### src/rtl/fxflag_pkg.sv
package fxflag_pkg;
  parameter int unsigned DATA_W = 64;
  parameter int unsigned HALF_W = 32;
  parameter int unsigned NUM_OPS = 3;
  parameter int unsigned CR_W = 4;

  typedef struct packed {
    logic ca;
    logic ca32;
    logic ov;
    logic ov32;
    logic so;
    logic [CR_W-1:0] cr0;
  } fx_status_t;
endpackage

### src/rtl/fxflag_carry.sv
module fxflag_carry #(
  parameter int unsigned DATA_W  = 64,
  parameter int unsigned HALF_W  = 32,
  parameter int unsigned NUM_OPS = 3
) (
  input  logic [NUM_OPS-1:0][DATA_W-1:0] ops,
  input  logic [NUM_OPS-1:0]             op_act,
  input  logic [DATA_W-1:0]              result,
  output logic                           carry_full,
  output logic                           carry_half
);
  logic [NUM_OPS-1:0] gt_full;
  logic [NUM_OPS-1:0] gt_half;

  for (genvar g = 0; g < NUM_OPS; g++) begin : g_cmp
    assign gt_full[g] = op_act[g] && (ops[g] > result);
    assign gt_half[g] = op_act[g] && (ops[g][HALF_W-1:0] > result[HALF_W-1:0]);
  end

  assign carry_full = |gt_full;
  assign carry_half = |gt_half;
endmodule

### src/rtl/fxflag_ovf.sv
module fxflag_ovf #(
  parameter int unsigned DATA_W  = 64,
  parameter int unsigned HALF_W  = 32,
  parameter int unsigned NUM_OPS = 3
) (
  input  logic [NUM_OPS-1:0][DATA_W-1:0] ops,
  input  logic [NUM_OPS-1:0]             op_act,
  input  logic [DATA_W-1:0]              result,
  input  logic                           div_vld,
  input  logic                           div_val,
  output logic                           ovf_full,
  output logic                           ovf_half,
  output logic                           ovf_valid
);
  localparam int unsigned MSB_F = DATA_W - 1;
  localparam int unsigned MSB_H = HALF_W - 1;

  logic [DATA_W-1:0] first_op;
  logic [DATA_W-1:0] second_op;
  logic              second_found;
  logic              sign_ovf_f;
  logic              sign_ovf_h;

  // operand slot 0 is always present; pick the lowest active slot above it
  assign first_op = ops[0];

  always_comb begin
    second_op    = '0;
    second_found = 1'b0;
    for (int i = 1; i < NUM_OPS; i++) begin
      if (op_act[i] && !second_found) begin
        second_op    = ops[i];
        second_found = 1'b1;
      end
    end
  end

  assign sign_ovf_f = (first_op[MSB_F] == second_op[MSB_F]) &&
                      (result[MSB_F] != first_op[MSB_F]);
  assign sign_ovf_h = (first_op[MSB_H] == second_op[MSB_H]) &&
                      (result[MSB_H] != first_op[MSB_H]);

  assign ovf_full  = div_vld ? div_val : sign_ovf_f;
  assign ovf_half  = div_vld ? div_val : sign_ovf_h;
  assign ovf_valid = div_vld | second_found;
endmodule

### src/rtl/fxflag_cr.sv
module fxflag_cr #(
  parameter int unsigned DATA_W = 64,
  parameter int unsigned CR_W   = 4
) (
  input  logic [DATA_W-1:0] result,
  input  logic              so_in,
  output logic [CR_W-1:0]   cr_field
);
  logic is_neg;
  logic is_zero;
  logic is_pos;

  assign is_neg  = result[DATA_W-1];
  assign is_zero = (result == '0);
  assign is_pos  = !is_neg && !is_zero;

  assign cr_field = {is_neg, is_pos, is_zero, so_in};
endmodule

### src/rtl/fxflag_unit.sv
module fxflag_unit
  import fxflag_pkg::*;
#(
  parameter int unsigned W  = DATA_W,
  parameter int unsigned HW = HALF_W
) (
  input  logic          clk,
  input  logic          rst,
  input  logic          res_vld,
  input  logic [W-1:0]  opa,
  input  logic          inv_a,
  input  logic [W-1:0]  opb,
  input  logic          opb_vld,
  input  logic [W-1:0]  imm,
  input  logic          imm_vld,
  input  logic [W-1:0]  result,
  input  logic          carry_en,
  input  logic [1:0]    done_mask,
  input  logic          ovf_en,
  input  logic          ovf_ok,
  input  logic          div_ovf_vld,
  input  logic          div_ovf,
  input  logic          rec_en,
  output logic          ca,
  output logic          ca32,
  output logic          ov,
  output logic          ov32,
  output logic          so,
  output logic [CR_W-1:0] cr0
);
  localparam int unsigned SLOT_A   = 0;
  localparam int unsigned SLOT_B   = 1;
  localparam int unsigned SLOT_IMM = 2;

  fx_status_t stat_q;

  logic [NUM_OPS-1:0][W-1:0] ops;
  logic [NUM_OPS-1:0]        op_act;

  logic carry_full, carry_half;
  logic ovf_full, ovf_half, ovf_valid;
  logic ovf_upd;

  logic            ca_n, ca32_n, ov_n, ov32_n, so_n;
  logic [CR_W-1:0] cr_calc;
  logic [CR_W-1:0] cr_n;

  always_comb begin
    ops            = '0;
    ops[SLOT_A]    = inv_a ? ~opa : opa;
    ops[SLOT_B]    = opb;
    ops[SLOT_IMM]  = imm;
    op_act         = '0;
    op_act[SLOT_A]   = 1'b1;
    op_act[SLOT_B]   = opb_vld;
    op_act[SLOT_IMM] = imm_vld;
  end

  fxflag_carry #(.DATA_W(W), .HALF_W(HW), .NUM_OPS(NUM_OPS)) u_carry (
    .ops        (ops),
    .op_act     (op_act),
    .result     (result),
    .carry_full (carry_full),
    .carry_half (carry_half)
  );

  fxflag_ovf #(.DATA_W(W), .HALF_W(HW), .NUM_OPS(NUM_OPS)) u_ovf (
    .ops       (ops),
    .op_act    (op_act),
    .result    (result),
    .div_vld   (div_ovf_vld),
    .div_val   (div_ovf),
    .ovf_full  (ovf_full),
    .ovf_half  (ovf_half),
    .ovf_valid (ovf_valid)
  );

  assign ovf_upd = ovf_en && ovf_ok && ovf_valid;

  always_comb begin
    ca_n   = stat_q.ca;
    ca32_n = stat_q.ca32;
    if (carry_en) begin
      if (!done_mask[0]) ca_n   = carry_full;
      if (!done_mask[1]) ca32_n = carry_half;
    end
  end

  always_comb begin
    ov_n   = stat_q.ov;
    ov32_n = stat_q.ov32;
    so_n   = stat_q.so;
    if (ovf_upd) begin
      ov_n   = ovf_full;
      ov32_n = ovf_half;
      so_n   = stat_q.so | ovf_full;
    end
  end

  fxflag_cr #(.DATA_W(W), .CR_W(CR_W)) u_cr (
    .result   (result),
    .so_in    (so_n),
    .cr_field (cr_calc)
  );

  assign cr_n = rec_en ? cr_calc : stat_q.cr0;

  always_ff @(posedge clk) begin
    if (rst) begin
      stat_q <= '0;
    end else if (res_vld) begin
      stat_q.ca   <= ca_n;
      stat_q.ca32 <= ca32_n;
      stat_q.ov   <= ov_n;
      stat_q.ov32 <= ov32_n;
      stat_q.so   <= so_n;
      stat_q.cr0  <= cr_n;
    end
  end

  assign ca   = stat_q.ca;
  assign ca32 = stat_q.ca32;
  assign ov   = stat_q.ov;
  assign ov32 = stat_q.ov32;
  assign so   = stat_q.so;
  assign cr0  = stat_q.cr0;
endmodule

### config.mk
export PLATFORM = sky130hd
export DESIGN_NAME = fxflag_unit
export DESIGN_NICKNAME = d
export VERILOG_FILES = /design/src/rtl/fxflag_pkg.sv /design/src/rtl/fxflag_carry.sv /design/src/rtl/fxflag_ovf.sv /design/src/rtl/fxflag_cr.sv /design/src/rtl/fxflag_unit.sv
export SDC_FILE = /design/constraint.sdc
export NUM_CORES = 1
export LEC_CHECK = 0
export CORE_AREA = 2 2 109 111
export DETAILED_ROUTE_END_ITERATION = 16
export DIE_AREA = 0 0 111 113
export DONT_BUFFER_PORTS = 1
export HOLD_SLACK_MARGIN = 0.06
export PLACE_DENSITY = 0.71
export SLEW_MARGIN = 20
export SYNTH_ARGS = -nofsm -noshare
export SYNTH_HDL_FRONTEND = slang
export SYNTH_SLANG_ARGS = --single-unit
### constraint.sdc
create_clock -name clk -period 3 [get_ports clk]
set_clock_uncertainty 0.2 [all_clocks]
set_input_delay 0.45 -clock clk [delete_from_list [all_inputs] [get_ports clk]]
set_output_delay 0.45 -clock clk [all_outputs]
set_load 0.02 [all_outputs]
---- Yosys cells after proc, flatten, opt, wreduce, memory -nomap -nowiden ----
Cells that the tools add are included.
operators by class
  reductions and logical operators ........ 20
  equality and inequality tests ........... 4
  bitwise logic cells ..................... 5
  muxes and demuxes ....................... 8
  $lt $le $gt $ge ......................... 6
operator list
  operator             count
  64-bit > comparator  3
  64-bit two-way mux   3
  32-bit > comparator  3
  64-bit zero test     1
  64-bit NOT           1
  1-bit logical AND    10
  3-bit AND reduction  2
  3-bit OR reduction   2
  1-bit two-way mux    5
  2-bit AND reduction  2
  1-bit zero test      3
  1-bit == test        2
  1-bit != test        2
  1-bit NOT            2
  1-bit OR             2
storage, ports and cells
  register bits ........................... 9

---- Longest topological paths before layout ----
Gate-level depths: netlist of run 1.
  depth in word-level cells ............... 9
  gate-level depth with buffers ........... 11

---- By module ----
Synthesis of run 1 repeated with hierarchy kept, for this count alone.
second synthesis, totals
  cell total of the unflattened synthesis .. 715
  area, all modules ....................... 5784.3 sq um
modules (own cells, without submodules)
  module        sequential area each (sq um)  area an instance (sq um)  instances  cells an instance
  fxflag_carry  0.0                           4426.7                    1          561
  fxflag_unit   180.2                         1072.3                    1          114
  fxflag_cr     0.0                           196.4                     1          26
  fxflag_ovf    0.0                           88.8                      1          14

---- Least setup slack after synthesis of run 1 ----
Ideal clock, no wire load.
  path kind ............................... input port to flip-flop
  start point ............................. input port inv_a
  end point ............................... register, netlist name ca32
  cell stages on the path ................. 11
  library setup time ...................... 0.115 ns
  path slack .............................. -0.077 ns
  arrival ................................. 2.762 ns
  path through ............................ buf_2 -> buf_1 -> xor2_1 -> ha_1 -> a21oi_1 -> nand2_1 -> a221o_1 -> a211o_1 -> a211oi_1 -> o22ai_1 -> o21a_1
on the way
  word-level cells in the longest chain between the ends .. 3
ends and longest elaborated chain
  item                 RTL line            RTL
  from (decl)          fxflag_unit.sv:11   input logic inv_a,
  64-bit two-way mux   fxflag_unit.sv:50   ops[SLOT_A] = inv_a ? ~opa : opa;
  32-bit > comparator  fxflag_carry.sv:17  assign gt_half[g] = op_act[g] && (ops[g][HALF_W-1:0] > result[HALF_W-1:0]);
  3-bit OR reduction   fxflag_carry.sv:21  assign carry_half = |gt_half;
Every way passes these cells.
A chain may end at the register's enable or synchronous reset.

---- Worst setup path after layout of run 1 ----
  start point ............................. input port inv_a
  end point ............................... register, netlist name ca
on the way
  word-level cells in the longest chain between the ends .. 3
ends and longest elaborated chain
  item                 RTL line            RTL
  64-bit two-way mux   fxflag_unit.sv:50
  64-bit > comparator  fxflag_carry.sv:16  assign gt_full[g] = op_act[g] && (ops[g] > result);
  3-bit OR reduction   fxflag_carry.sv:20  assign carry_full = |gt_full;
Every way passes these cells.

==> results.json, run 1 <==
{
  "grt_pass1_vias": 5626,
  "crit_start": "inv_a",
  "fmax_mhz": 383,
  "gp_congestion": 0.970,
  "vdd_ir_drop_max_mv": 0.417,
  "syn_inst": 706,
  "slew_viol_final": 0,
  "drtIter0Drc": 245,
  "firstDrtPassIters": 6,
  "hold_start": "rst",
  "placed_area_sq_um": 5740,
  "p_switching_uw": 500,
  "setup.worst_path.start_class": "input pin",
  "slowest_stage": "nor4_1",
  "setup_viol": 0,
  "crit_chain": "xor2_1 -> ha_1 -> nand4_1 -> nor4_1 -> and4bb_2 -> nor3b_1 -> nand4b_1 -> o21ai_0 -> o211ai_1",
  "syn_to_final_growth_pct": 4.59,
  "cts_sinks": 9,
  "io_buffer_count": 0,
  "dp_hpwl_microns": 17900,
  "cp.required_ns": 2.95,
  "holdBufCountCts": 0,
  "arrival_ns": 2.56,
  "grt_max_degree": 65,
  "die_x_microns": 111,
  "wl_microns": 19500,
  "start_util_pct": 49.3,
  "cts_tree": "yes",
  "crit_type": "input pin to register",
  "drv_cap": 0,
  "min_period_ns": 2.61,
  "pin_count": 279,
  "ant_nets": 0,
  "diodes": 0,
  "postCtsResizedCells": 0,
  "hold_class": "input pin to register",
  "vias": 5367,
  "status": "finished, final reports clean",
  "endpoint_kind": "register",
  "tightest_slew_ns": 0.727,
  "grt_pass1_wl_microns": 29900,
  "reg2reg_slack_ns": 1.67,
  "synthFlopType": "dfxtp_1",
  "die_h_microns": 113,
  "syn_avg_cell_area_sq_um": 7.88,
  "path_max_fanout": 64,
  "path_delay_family": "simple AND/OR/NAND/NOR gates",
  "finalWorstSetupSlack_ns": 0.390,
  "core_sq_um": 11300,
  "drc": 0,
  "min_period_over_period_pct": 87.0,
  "crit_path_end": "ca$_SDFFE_PP0P_",
  "antenna_found_initial": 0,
  "relSlewSlack_pct": 51.1,
  "cts_made_buffers": 3,
  "overflow": 0,
  "dp_slack_ns": 0.243,
  "root_buffer": "clkbuf_16",
  "comb_power_share_pct": 67.1,
  "cp.depth": 9,
  "via_per_inst": 6.32,
  "fin_nets": 1169,
  "yosys_warnings": 0,
  "p_seq_share_pct": 12.1,
  "drive_gt1_share_pct": 2.12,
  "ys_seq_area_share_pct": 3.24,
  "synth_fp_nets": 1168,
  "grt.total_usage_pct": 30.1,
  "r2r-start": "ca$_SDFFE_PP0P_",
  "path_buf_inv": 0,
  "critical-path-max-stage-delay_ns": 0.55,
  "rsz0062_at_grt": "false",
  "final_cell_mix": "ha_1 (192), a21oi_1 (80), inv_1 (69)",
  "post_cts_buffers": 0,
  "rows": 39,
  "insertion_delay_ns": 0.23,
  "synth_edf_count": 0,
  "tns_ns": 0,
  "clkTransAtPathRegs_ns": 0.04,
  "reg2reg_to": "ca$_SDFFE_PP0P_",
  "p_per_area_nw_per_um2": 198,
  "async_reset_ff_share_pct": 0,
  "syn-cell-area_sq_um": 5560,
  "finalHoldViolations": 0,
  "p_leak_uw": 0.00294,
  "stdcell_area_sq_um": 5820,
  "die_area_sq_um": 12500,
  "htreeDepth": 1,
  "clock_path_buffers": 2,
  "wl_per_cell_microns": 23.0,
  "yosysUniqueCellTypes": 48,
  "reg2reg_depth": 4,
  "p_sw_share_pct": 43.4,
  "final_common_cell": "ha_1",
  "clkPwrFrac_pct": 20.8,
  "synth-seq-cells": 9,
  "power.internal_uw": 650
}
power groups by stage:
stage / Combinational [uW] / Clock (uW) / Sequential [uW]
floorplan: 602 / 0 / 138
global placement: 730 / 0 / 142
detailed placement: 763 / 0 / 142
CTS: 770 / 241 / 140
global route: 897 / 246 / 141
finish: 771 / 239 / 140
registers in the layout (all words and copies together) (netlist names):
register  count
cr0           4
ca            1
ca32          1
ov            1
ov32          1
so            1
cells by family (layout without fill, tap and decap cells):
kind of cell	count (synthesis)	after routing	share of synthesized area [%]
fa+ha+maj	192	192	43.2
compound gates	174	174	19.8
buf+inv	78	78	5.38
simple gates	187	187	18.0
flops	9	9	3.24
xor+xnor	66	66	10.4
cells in the mapped netlist, types with 5 or more instances:
library cell  number  area [sq um]
a211oi_1           5          37.5
a21o_1            19           143
a21oi_1           80           400
a221oi_1           5          43.8
and4_1             7          61.3
buf_1              6          22.5
dfxtp_1            9           180
ha_1             192          2400
inv_1             69           259
nand2_1           51           191
nand3_1           25           125
nand4_1           42           263
nor2_1            16          60.1
nor3_1             7          35.0
nor4_1            26           163
o211ai_1           7          52.6
o21ai_0           24           120
xor2_1            63           552
worst register-to-register path: cells and delay by family, from the launching register on:
kind	cells	cell delay, ns
flip-flops	1	0.51
AO/OA/AOI/OAI	2	0.28
AND/OR/NAND/NOR	2	0.25
per-layer routing:
| layer | GRT usage, % | wire [microns] | part of all wire [%] | up-vias |
|---|---|---|---|---|
| met2 | 56.5 | 9640 | 49 | 268 |
| li1 | - | - | - | 2684 |
| met3 | 8.19 | 1730 | 8.9 | 34 |
| met5 | 0 | 0 | 0 | - |
| met1 | 33.7 | 7560 | 39 | 2381 |
| met4 | 7.42 | 584 | 3.0 | 0 |
area by class of cell:
class                   count  area [sq um]
fillers                  1109          5460
multi-input cells         619          5080
inverters                  69           259
flip-flops and latches      9           180
well taps                 143           179
clock buffers               4          78.8
repair buffers              5          37.5
worst min path at each step:
stage	end	cells after the start	slack [ns]
after CTS	ov32$_SDFFE_PP0P_	1	0.08
final	cr0[1]$_SDFFE_PP0P_	1	0.08
after global routing	ov32$_SDFFE_PP0P_	1	0.08
after detailed placement	ov32$_SDFFE_PP0P_	1	0.33
after floorplan	ov32$_SDFFE_PP0P_	2	0.33
after global placement	cr0[1]$_SDFFE_PP0P_	1	0.32
through the flow:
step	power (uW)	utilization, %	cells	hold WS [ns]
2_1_floorplan	740	-	706	0.327
3_3_place_gp	872	50.9	845	0.322
3_5_place_dp	905	50.9	845	0.325
4_1_cts	1150	51.6	849	0.0794
5_1_grt	1280	51.6	849	0.0791
6_report	1150	51.6	849	0.0805
(Power assumes the default switching activity.)
==> run 2: changes to the inputs <==
--- a/config.mk
+++ b/config.mk
@@ -5,12 +5,12 @@
 export SDC_FILE = /design/constraint.sdc
 export NUM_CORES = 1
 export LEC_CHECK = 0
-export CORE_AREA = 2 2 109 111
+export CORE_MARGIN = 2
+export CORE_UTILIZATION = 51
 export DETAILED_ROUTE_END_ITERATION = 16
-export DIE_AREA = 0 0 111 113
 export DONT_BUFFER_PORTS = 1
 export HOLD_SLACK_MARGIN = 0.06
-export PLACE_DENSITY = 0.71
+export PLACE_DENSITY = 0.74
 export SLEW_MARGIN = 20
 export SYNTH_ARGS = -nofsm -noshare
 export SYNTH_HDL_FRONTEND = slang
==> run 2 against run 1 <==
Compared with the run above: power shrank 7.4%; critical path depth stayed put; flip-flop and latch count is the same; hold slack about the same; setup slack improved by 0.043 ns; critical path type unchanged; largest power group unchanged.
==> results.json, run 2 (synthesis gave the netlist of run 1 again) <==
{
  "status": "finished, final reports clean",
  "finalHoldViolations": 0,
  "die_area_sq_um": 11800,
  "p_leak_uw": 0.00292,
  "fmax_mhz": 390,
  "grt_max_degree": 65,
  "dp_hpwl_microns": 17600,
  "crit_start": "inv_a",
  "path_max_fanout": 64,
  "cts_tree": "yes",
  "via_per_inst": 6.60,
  "crit_chain": "xor2_1 -> ha_1 -> nand4_1 -> nor4_1 -> and4bb_2 -> nor3b_1 -> nand4b_1 -> o21ai_0 -> o211ai_1",
  "min_period_ns": 2.57,
  "rsz0062_at_grt": "false",
  "wl_microns": 19400,
  "rows": 38,
  "cts_sinks": 9,
  "cp.required_ns": 2.96,
  "setup_viol": 0,
  "pin_count": 279,
  "antenna_found_initial": 0,
  "final_common_cell": "ha_1",
  "clock_path_buffers": 2,
  "die_x_microns": 108,
  "vias": 5581,
  "arrival_ns": 2.52,
  "total_power_uw": 1060,
  "path_buf_inv": 0,
  "io_buffer_count": 0,
  "drive_gt1_share_pct": 1.99,
  "vdd_ir_drop_max_mv": 0.158,
  "p_per_area_nw_per_um2": 185,
  "reg2reg_slack_ns": 1.71,
  "crit_path_end": "ca$_SDFFE_PP0P_",
  "fin_nets": 1168,
  "grt_pass1_vias": 5807,
  "cts_made_buffers": 3,
  "r2r-start": "ca$_SDFFE_PP0P_",
  "top_register": "cr0",
  "cp.depth": 9,
  "grt_pass1_wl_microns": 28900,
  "slowest_stage": "nor4_1",
  "min_period_over_period_pct": 85.6,
  "reg2reg_to": "ca$_SDFFE_PP0P_",
  "holdBufCountCts": 0,
  "fillers": 1043,
  "final_cell_mix": "ha_1 (192), a21oi_1 (80), inv_1 (69)",
  "reg2reg_depth": 4,
  "ant_nets": 0,
  "largest_reg_flops": 4,
  "diodes": 0,
  "start_util_pct": 51.7,
  "postCtsResizedCells": 0,
  "grt.total_usage_pct": 31.8,
  "drtIter0Drc": 350,
  "drv_cap": 0,
  "core_sq_um": 10700,
  "overflow": 0,
  "critical-path-max-stage-delay_ns": 0.51,
  "syn_to_final_growth_pct": 3.78,
  "crit_type": "input pin to register",
  "hold_class": "input pin to register",
  "wl_per_cell_microns": 22.9,
  "gp_congestion": 0.905,
  "drc": 0,
  "post_cts_buffers": 0,
  "clkTransAtPathRegs_ns": 0.05,
  "setup.worst_path.start_class": "input pin",
  "tightest_slew_ns": 0.679,
  "tns_ns": 0,
  "root_buffer": "clkbuf_8",
  "path_delay_family": "simple AND/OR/NAND/NOR gates",
  "insertion_delay_ns": 0.23,
  "htreeDepth": 1,
  "firstDrtPassIters": 5,
  "endpoint_kind": "register",
  "relSlewSlack_pct": 54.3,
  "die_h_microns": 108,
  "slew_viol_final": 0
}
==> run 2: cell count changes in the layout (fill, tap and decap cells not counted) <==
| cell | before | now |
|---|---|---|
| clkbuf_8 | 0 | 3 |
| buf_4 | 5 | 4 |
| clkbuf_16 | 3 | 0 |
==> run 2: per-layer routing <==
layer,part of all wire (%),vias to the layer above,track usage (%)
li1,-,2683,-
met1,38,2545,33.8
met2,48,296,57.3
met3,9.3,57,8.92
met4,4.8,0,15.2
met5,0,-,0
==> run 2: through the flow <==
stage	hold slack [ns]	cells	instance area (sq um)	utilization (%)	setup WS [ns]
final	0.0800	845	5770	53.7	0.433
after global routing	0.0788	845	5770	53.7	0.271
after CTS	0.0792	845	5770	53.7	0.497
after detailed placement	0.323	841	5730	53.3	0.254
after global placement	0.322	841	5730	53.3	0.314
after floorplan	0.327	706	5560	-	0.0891
==> run 2: how the worst min path moves through the flow <==
stage	slack, ns	startpoint	end	depth (start not counted)
floorplan	0.33	ov32$_SDFFE_PP0P_	ov32$_SDFFE_PP0P_	2
global placement	0.32	rst	ov$_SDFFE_PP0P_	1
detailed placement	0.32	rst	ov32$_SDFFE_PP0P_	1
CTS	0.08	rst	cr0[1]$_SDFFE_PP0P_	1
global route	0.08	rst	ov$_SDFFE_PP0P_	1
finish	0.08	rst	ov32$_SDFFE_PP0P_	1
==> run 2: area by class of cell <==
type | count | area [sq um] | share of cell area (%)
multi-input cells | 619 | 5080 | 88.1
well taps | 140 | 175 | 3.04
inverters | 69 | 259 | 4.49
repair buffers | 4 | 30.0 | 0.520
clock buffers | 4 | 45.0 | 0.781
flip-flops and latches | 9 | 180 | 3.12
==> run 2: worst reg2reg max path, stage by stage (launching register included) <==
cell      delay [ns]
dfxtp_1         0.51
o21bai_1        0.17
a21oi_1         0.14
o21ai_0         0.10
o211ai_1        0.09
==> run 2: report_power, final <==
part | internal [uW] | switching (uW)
registers | 126 | 13.4
clock network | 93.1 | 53.1
logic | 347 | 432
